**src/rtl/fil_pkg.sv**
```systemverilog
package fil_pkg;

   localparam int HDR_W   = 16;
   localparam int SIG_LEN = 4;

   typedef enum logic [2:0] {
      ST_IDLE,
      ST_HDR,
      ST_SIG,
      ST_EMIT,
      ST_DATA,
      ST_DONE
   } fil_state_e;

   function automatic logic [7:0] sig_byte(input logic [1:0] idx);
      case (idx)
         2'd0:    sig_byte = 8'h3C;
         2'd1:    sig_byte = 8'hA5;
         2'd2:    sig_byte = 8'h0F;
         default: sig_byte = 8'h96;
      endcase
   endfunction

endpackage

```
**src/rtl/fil_addr_gen.sv**
```systemverilog
module fil_addr_gen #(
   parameter int PAGE_BYTES = 256,
   parameter int PAGE_W     = 16,
   parameter int OFFS_W     = 8
) (
   input  logic              clk,
   input  logic              rst_n,
   input  logic              load,
   input  logic [PAGE_W-1:0] page_i,
   input  logic [PAGE_W-1:0] count_i,
   input  logic              step,
   output logic [PAGE_W-1:0] page_o,
   output logic [OFFS_W-1:0] offs_o,
   output logic              last_o
);

   localparam logic [OFFS_W-1:0] OFFS_MAX = OFFS_W'(PAGE_BYTES - 1);

   logic [PAGE_W-1:0] page_q, left_q;
   logic [OFFS_W-1:0] offs_q;

   always_ff @(posedge clk) begin
      if (!rst_n) begin
         page_q <= '0;
         left_q <= '0;
         offs_q <= '0;
      end else if (load) begin
         page_q <= page_i;
         left_q <= count_i;
         offs_q <= '0;
      end else if (step) begin
         if (offs_q == OFFS_MAX) begin
            offs_q <= '0;
            page_q <= page_q + PAGE_W'(1);
            left_q <= left_q - PAGE_W'(1);
         end else begin
            offs_q <= offs_q + OFFS_W'(1);
         end
      end
   end

   assign page_o = page_q;
   assign offs_o = offs_q;
   assign last_o = (offs_q == OFFS_MAX) && (left_q == PAGE_W'(1));

   // page advances by one when the offset wraps
   assert_page_wrap_R7: assert property (@(posedge clk) disable iff (!rst_n)
      (step && !load && offs_q == OFFS_MAX) |=> (offs_q == '0 && page_q == $past(page_q) + PAGE_W'(1)));

   // offset ascends by one inside a page
   assert_offs_step_R7: assert property (@(posedge clk) disable iff (!rst_n)
      (step && !load && offs_q != OFFS_MAX) |=> (offs_q == $past(offs_q) + OFFS_W'(1) && $stable(page_q)));

endmodule

```
**src/rtl/fil_sig_check.sv**
```systemverilog
module fil_sig_check
   import fil_pkg::*;
(
   input  logic [1:0] idx,
   input  logic [7:0] rd_byte,
   output logic [7:0] exp_byte,
   output logic       match
);

   assign exp_byte = sig_byte(idx);
   assign match    = (rd_byte == exp_byte);

endmodule

```
**src/rtl/fil_out_stage.sv**
```systemverilog
module fil_out_stage #(
   parameter int DW = 8
) (
   input  logic          clk,
   input  logic          rst_n,
   input  logic          load,
   input  logic [DW-1:0] din,
   input  logic          ready,
   output logic          valid,
   output logic [DW-1:0] dout
);

   always_ff @(posedge clk) begin
      if (!rst_n) begin
         valid <= 1'b0;
         dout  <= '0;
      end else if (load) begin
         valid <= 1'b1;
         dout  <= din;
      end else if (valid && ready) begin
         valid <= 1'b0;
      end
   end

   // a stalled byte stays put
   assert_hold_R8: assert property (@(posedge clk) disable iff (!rst_n)
      (valid && !ready) |=> (valid && $stable(dout)));

   // a new byte never overwrites one not yet taken
   assert_no_overwrite_R8: assert property (@(posedge clk) disable iff (!rst_n)
      load |-> !valid);

endmodule

```
**src/rtl/fil_init_loader.sv**
```systemverilog
module fil_init_loader
   import fil_pkg::*;
#(
   parameter int PAGE_BYTES = 256,
   parameter bit FWD_SIG    = 1'b1,
   parameter int OFFS_W     = $clog2(PAGE_BYTES)
) (
   input  logic              clk,
   input  logic              rst_n,
   input  logic              start,
   output logic              flash_rd,
   output logic [HDR_W-1:0]  flash_page,
   output logic [OFFS_W-1:0] flash_offs,
   input  logic              flash_rvalid,
   input  logic [7:0]        flash_rdata,
   output logic              out_valid,
   output logic [7:0]        out_data,
   input  logic              out_ready,
   output logic              done,
   output logic              no_data,
   output logic              bad_sig
);

   localparam logic [OFFS_W-1:0] SIG_LAST = OFFS_W'(SIG_LEN - 1);

   if (PAGE_BYTES < 2 * SIG_LEN || (PAGE_BYTES & (PAGE_BYTES - 1)) != 0) begin : g_bad_page
      $error("PAGE_BYTES must be a power of two of at least 8");
   end
   if (OFFS_W != $clog2(PAGE_BYTES)) begin : g_bad_offs
      $error("OFFS_W must equal clog2(PAGE_BYTES)");
   end

   fil_state_e st_q, st_d, after_sig;

   if (FWD_SIG) begin : g_fwd
      assign after_sig = ST_EMIT;
   end else begin : g_nofwd
      assign after_sig = ST_DATA;
   end

   logic             rd_pend_q, data_end_q, sig_ok_q, no_data_q, bad_sig_q;
   logic [23:0]      hdr_q;
   logic [2:0]       eidx_q;
   logic             cap;
   logic             ag_load, ag_step, ag_last;
   logic [HDR_W-1:0] ag_page, ag_count, ag_page_o;
   logic [OFFS_W-1:0] ag_offs;
   logic             o_load;
   logic [7:0]       o_din;
   logic [1:0]       sc_idx;
   logic [7:0]       sc_exp;
   logic             sc_match;
   logic             set_no_data, set_bad, set_sig_ok, set_data_end, emit_inc;
   logic [HDR_W-1:0] hdr_start, hdr_cnt;

   assign cap       = rd_pend_q && flash_rvalid;
   assign hdr_start = hdr_q[23:8];
   assign hdr_cnt   = {hdr_q[7:0], flash_rdata};
   assign sc_idx    = (st_q == ST_EMIT) ? eidx_q[1:0] : ag_offs[1:0];

   fil_addr_gen #(.PAGE_BYTES(PAGE_BYTES), .PAGE_W(HDR_W), .OFFS_W(OFFS_W)) u_addr (
      .clk(clk), .rst_n(rst_n), .load(ag_load), .page_i(ag_page), .count_i(ag_count),
      .step(ag_step), .page_o(ag_page_o), .offs_o(ag_offs), .last_o(ag_last)
   );

   fil_sig_check u_sig (
      .idx(sc_idx), .rd_byte(flash_rdata), .exp_byte(sc_exp), .match(sc_match)
   );

   fil_out_stage #(.DW(8)) u_out (
      .clk(clk), .rst_n(rst_n), .load(o_load), .din(o_din), .ready(out_ready),
      .valid(out_valid), .dout(out_data)
   );

   assign flash_rd   = !rd_pend_q && (st_q == ST_HDR || st_q == ST_SIG ||
                       (st_q == ST_DATA && !out_valid && !data_end_q));
   assign flash_page = ag_page_o;
   assign flash_offs = ag_offs;

   always_comb begin
      st_d         = st_q;
      ag_load      = 1'b0;
      ag_step      = 1'b0;
      ag_page      = '0;
      ag_count     = '0;
      o_load       = 1'b0;
      o_din        = flash_rdata;
      set_no_data  = 1'b0;
      set_bad      = 1'b0;
      set_sig_ok   = 1'b0;
      set_data_end = 1'b0;
      emit_inc     = 1'b0;
      case (st_q)
         ST_IDLE: if (start) begin
            ag_load  = 1'b1;
            ag_count = HDR_W'(1);
            st_d     = ST_HDR;
         end
         ST_HDR: if (cap) begin
            ag_step = 1'b1;
            if (ag_offs == SIG_LAST) begin
               if (hdr_cnt == '0) begin
                  set_no_data = 1'b1;
                  st_d        = ST_DONE;
               end else begin
                  ag_load  = 1'b1;
                  ag_page  = hdr_start;
                  ag_count = hdr_cnt;
                  st_d     = ST_SIG;
               end
            end
         end
         ST_SIG: if (cap) begin
            if (!sc_match) begin
               set_bad = 1'b1;
               st_d    = ST_DONE;
            end else begin
               ag_step = 1'b1;
               if (ag_offs == SIG_LAST) begin
                  set_sig_ok = 1'b1;
                  st_d       = after_sig;
               end
            end
         end
         ST_EMIT: if (!out_valid) begin
            if (eidx_q == 3'(SIG_LEN)) begin
               st_d = ST_DATA;
            end else begin
               o_load   = 1'b1;
               o_din    = sc_exp;
               emit_inc = 1'b1;
            end
         end
         ST_DATA: if (cap) begin
            o_load  = 1'b1;
            ag_step = 1'b1;
            if (ag_last) set_data_end = 1'b1;
         end else if (data_end_q && !out_valid) begin
            st_d = ST_DONE;
         end
         ST_DONE: ;
         default: st_d = ST_IDLE;
      endcase
   end

   always_ff @(posedge clk) begin
      if (!rst_n) begin
         st_q       <= ST_IDLE;
         rd_pend_q  <= 1'b0;
         hdr_q      <= '0;
         eidx_q     <= '0;
         data_end_q <= 1'b0;
         sig_ok_q   <= 1'b0;
         no_data_q  <= 1'b0;
         bad_sig_q  <= 1'b0;
      end else begin
         st_q <= st_d;
         if (flash_rd)   rd_pend_q <= 1'b1;
         else if (cap)   rd_pend_q <= 1'b0;
         if (st_q == ST_HDR && cap) hdr_q <= {hdr_q[15:0], flash_rdata};
         if (emit_inc)     eidx_q     <= eidx_q + 3'd1;
         if (set_data_end) data_end_q <= 1'b1;
         if (set_sig_ok)   sig_ok_q   <= 1'b1;
         if (set_no_data)  no_data_q  <= 1'b1;
         if (set_bad)      bad_sig_q  <= 1'b1;
      end
   end

   assign done    = (st_q == ST_DONE);
   assign no_data = no_data_q;
   assign bad_sig = bad_sig_q;

   // header reads address page zero
   assert_hdr_page_R1: assert property (@(posedge clk) disable iff (!rst_n)
      (st_q == ST_HDR && flash_rd) |-> (flash_page == '0));

   // a request pulse lasts one cycle
   assert_single_read_R2: assert property (@(posedge clk) disable iff (!rst_n)
      flash_rd |=> !flash_rd);

   // empty area is silent
   assert_nodata_quiet_R3: assert property (@(posedge clk) disable iff (!rst_n)
      no_data |-> (done && !out_valid && !flash_rd && !bad_sig));

   // nothing leaves before the signature passed
   assert_sig_first_R4: assert property (@(posedge clk) disable iff (!rst_n)
      out_valid |-> sig_ok_q);

   // mismatch is silent
   assert_bad_quiet_R5: assert property (@(posedge clk) disable iff (!rst_n)
      bad_sig |-> (done && !out_valid && !flash_rd));

   // status is sticky
   assert_sticky_R9: assert property (@(posedge clk) disable iff (!rst_n)
      done |=> (done && $stable(no_data) && $stable(bad_sig)));

endmodule

```
**config.mk**
```make
export PLATFORM = sky130hd
export DESIGN_NAME = fil_init_loader
export DESIGN_NICKNAME = d
export VERILOG_FILES = /design/src/rtl/fil_pkg.sv /design/src/rtl/fil_addr_gen.sv /design/src/rtl/fil_sig_check.sv /design/src/rtl/fil_out_stage.sv /design/src/rtl/fil_init_loader.sv
export SDC_FILE = /design/constraint.sdc
export NUM_CORES = 1
export LEC_CHECK = 0
export BUFFER_PORTS_ARGS = -buffer_cell sky130_fd_sc_hd__buf_2
export CAP_MARGIN = 20
export CORE_MARGIN = 2
export CORE_UTILIZATION = 54
export DETAILED_ROUTE_END_ITERATION = 16
export HOLD_SLACK_MARGIN = 0.05
export PLACE_DENSITY = 0.83
export SLEW_MARGIN = 30
export SYNTH_ARGS = -nofsm -noshare
export SYNTH_HDL_FRONTEND = slang
export SYNTH_HIERARCHICAL = 1
export SYNTH_SLANG_ARGS = --single-unit
```
**constraint.sdc**
```tcl
create_clock -name clk -period 11.44 [get_ports clk]
set_input_delay 2.288 -clock clk [delete_from_list [all_inputs] [get_ports clk]]
set_output_delay 2.288 -clock clk [all_outputs]
set_load 0.01 [all_outputs]
```
==> flow_summary.json <==
{
  "synth_xor_area_share_pct": 4.46,
  "relSlewSlack_pct": 41.0,
  "leakage_nw": 1.86,
  "crit_path_max_fanout": 9,
  "final_cell_mix": "83 x dfxtp_1, 65 x nand2_1, 48 x buf_2, 38 x o21ai_0, 33 x and2_1",
  "postCtsSetupRepairBufs": 0,
  "place_congestion": 0.825,
  "async_flop_share_pct": 0,
  "final_common_cell": "dfxtp_1",
  "grt_max_degree": 75,
  "r2r-start": "st_q[0]",
  "die_area_mm2": 0.00950,
  "track_usage_pct": 23.3,
  "yosys.area_share.simple_pct": 28.1,
  "tightest_slew_ns": 0.886,
  "diodes": 0,
  "drt_first_pass_iters": 7,
  "cp_cell_sequence": "buf_2 -> or3_1 -> a211oi_2 -> o21bai_1 -> a221oi_2 -> nand3b_1 -> a21oi_1 -> nor2_1 -> nor2_1 -> nand4_1 -> or3_1 -> or4_1 -> a31oi_1",
  "syn_area_mm2": 0.00472,
  "synth_nets": 602,
  "hp-class": "flop to flop",
  "routed_wl_mm": 11.0,
  "synth_enable_flop_cells": 0,
  "synth_cell_type_count": 60,
  "overflow": 0,
  "synth_top_cell_area_share_pct": 35.2,
  "synthMuxAreaShare_pct": 4.24,
  "finalSetupTns_ns": 0,
  "utilization_pct": 59.9,
  "core_mm2": 0.00859,
  "via_count": 4278,
  "pin_count": 50,
  "cts_resized": 0,
  "dp_hpwl_mm": 7.70,
  "synthAdderAreaFrac_pct": 2.92,
  "worst_path_max_delay_cell": "or3_1",
  "fin_area_mm2": 0.00515,
  "grt_first_pass_wirelength_mm": 18.6,
  "power.total_mw": 0.686,
  "drc": 0,
  "yosysTopAreaCell": "dfxtp_1",
  "seq_area_frac_synth_pct": 35.2,
  "crit_path_max_incr_delay_ns": 0.59,
  "critPathBufInv": 1,
  "cp.required_ns": 11.74,
  "min-delay-start": "hdr_q[9]",
  "fin_nets": 626,
  "insertion_delay_ns": 0.37,
  "synth_ff_type": "dfxtp_1",
  "pre_cts_ws_ns": 5.37,
  "power.density_mw_per_mm2": 133,
  "io_buffers": 49,
  "syn_inst": 578,
  "drv_cap": 0,
  "synth_compound_area_share_pct": 19.3,
  "syn_area_per_cell_um2": 8.16,
  "post_drt_wl_per_cell_um": 15.4,
  "setup_violations": 0,
  "startpoint_type": "primary input",
  "drv_slew": 0,
  "clkTransAtPathRegs_ns": 0.10,
  "cts_tree": "done",
  "cts_root_buf": "clkbuf_8",
  "cts_max_level": 3,
  "cts_hold_buf": 0,
  "yosys_warnings": 6,
  "cts_sinks": 83,
  "finalClockSkew_ns": 0.0132,
  "ys_seq_elements": 83,
  "ant_nets": 0,
  "drive_gt1_share_pct": 14.3,
  "ir_worst_vdd_mv": 0.0685,
  "dpl_cell_area_mm2": 0.00493,
  "first_global_vias": 3955,
  "clk_path_buf_depth": 2,
  "viasPerCell": 5.98,
  "cp.arrival_ns": 6.10,
  "initial_utilization_pct": 54.9,
  "worstHoldEndpoint": "hdr_q[17]",
  "synth_top_family_by_area": "simple AND/OR/NAND/NOR gates",
  "synthToLayoutAreaGrowth_pct": 9.18,
  "finalCritPeriodShare_pct": 50.7,
  "grt_setup_unrepaired": "no",
  "fp.dieH_um": 97.5,
  "worstSetupPathType": "primary input to flop",
  "hold_depth": 2,
  "reg2regPathDepth": 16,
  "numCtsBuffers": 9,
  "max_clock_freq_mhz": 172,
  "hold_viol": 0,
  "worst_setup_path_end_kind": "flop",
  "path_delay_family": "simple AND/OR/NAND/NOR gates",
  "rows": 34,
  "drt_iter0_drc": 459,
  "yosys-top-cells-area": "dfxtp_1 35%, nand2_1 5.2%, and2_1 4.4%, a21boi_0 4.3%, o21ai_0 4.0%",
  "fin_ws_ns": 5.64,
  "run_status": "complete, no violations",
  "crit-reg2reg-capture": "u_addr/page_o[15]",
  "min_period_ns": 5.80,
  "reg2reg_slack_ns": 5.88,
  "dieWidth_um": 97.5,
  "antenna_found_initial": 0
}
-- area by class of cell --
| cell class | count | area, um2 |
|---|---|---|
| Timing Repair Buffer | 53 | 282 |
| Fill cell | 764 | 3440 |
| Clock inverter | 7 | 82.6 |
| Clock buffer | 9 | 124 |
| Multi-Input combinational cell | 437 | 2800 |
| Inverter | 18 | 67.6 |
| Sequential cell | 83 | 1660 |
| Tap cell | 108 | 135 |
-- worst register-to-register path: stages, from the launching register on --
cell      delay (ns)
dfxtp_1         0.60
nand3b_1        0.24
o21ai_0         0.44
inv_1           0.14
ha_1            0.33
or3_1           0.42
a211oi_2        0.19
o21bai_1        0.12
a221oi_2        0.34
nand3b_1        0.16
a21oi_1         0.19
nor2_1          0.07
nor2_1          0.53
nand4_1         0.43
or3_1           0.59
or4_1           0.54
a31oi_1         0.18
-- power breakdown --
part	internal (mW)	total [mW]	switching [mW]	leakage [nW]
Clock	0.105	0.222	0.118	0.0988
Sequential	0.308	0.333	0.0244	0.675
Combinational	0.0522	0.131	0.0788	1.08
Total	0.465	0.686	0.221	1.86
-- synthesized netlist by cell type, types with 3 or more instances --
library cell	number
buf_6	4
o31ai_1	13
inv_1	17
ha_1	11
o21ai_0	38
dfxtp_1	83
nand3_1	11
and4_1	3
or2_2	3
a21oi_1	19
a21boi_0	27
nor2b_1	14
mux2i_1	11
and2_1	33
nor4_1	14
clkbuf_1	27
a31oi_1	18
buf_2	6
mux2_2	8
nand3b_1	4
nor2_1	25
o21a_1	4
nand2_1	65
nor3_1	11
nand4_1	10
or4_1	17
a21o_1	3
nand2b_1	6
xor2_1	9
xnor2_1	15
or3_1	13
-- cells by family (layout without fill, tap and decap cells) --
kind of cell	Yosys count	after routing
fa+ha+maj	11	11
mux	19	19
compound gates	140	140
flops	83	83
buf+inv	58	87
other cells	2	2
xor+xnor	24	24
simple gates	241	241
-- worst max-delay path by stage --
stage,start,endpoint,slack [ns],cells past startpoint
after floorplan,flash_rdata[3],u_addr/page_o[13],6.25,14
after global placement,flash_rdata[3],u_addr/page_o[13],5.56,13
after detailed placement,flash_rdata[3],u_addr/page_o[15],5.37,13
after CTS,flash_rdata[3],u_addr/page_o[15],5.75,13
after global routing,flash_rdata[3],u_addr/page_o[15],5.35,13
final,flash_rdata[3],u_addr/page_o[15],5.64,13
-- metrics by stage --
step / hold slack, ns / std cells
after global routing: 0.483 / 715
after global placement: 0.450 / 698
final: 0.468 / 715
after floorplan: 0.439 / 578
after CTS: 0.471 / 714
after detailed placement: 0.457 / 698
-- sequential cells by signal, indices dropped and copies added, names as in the netlist --
| signal | cells |
|---|---|
| st_q | 3 |
| rd_pend_q | 1 |
| u_addr/left_q | 16 |
| hdr_q | 24 |
| data_end_q | 1 |
| eidx_q | 3 |
| bad_sig | 1 |
| u_addr/offs_o | 8 |
| u_out/valid | 1 |
| no_data | 1 |
| u_out/dout | 8 |
| u_addr/page_o | 16 |
-- metal layers --
layer / up-vias / routed length [um] / GRT usage [%]
met3: 21 / 821 / 4.17
met5: - / 0 / 0
met4: 0 / 187 / 10.5
li1: 2107 / - / -
met1: 1964 / 5000 / 32.0
met2: 186 / 5010 / 36.0
Power figures use the tool's default switching activity.
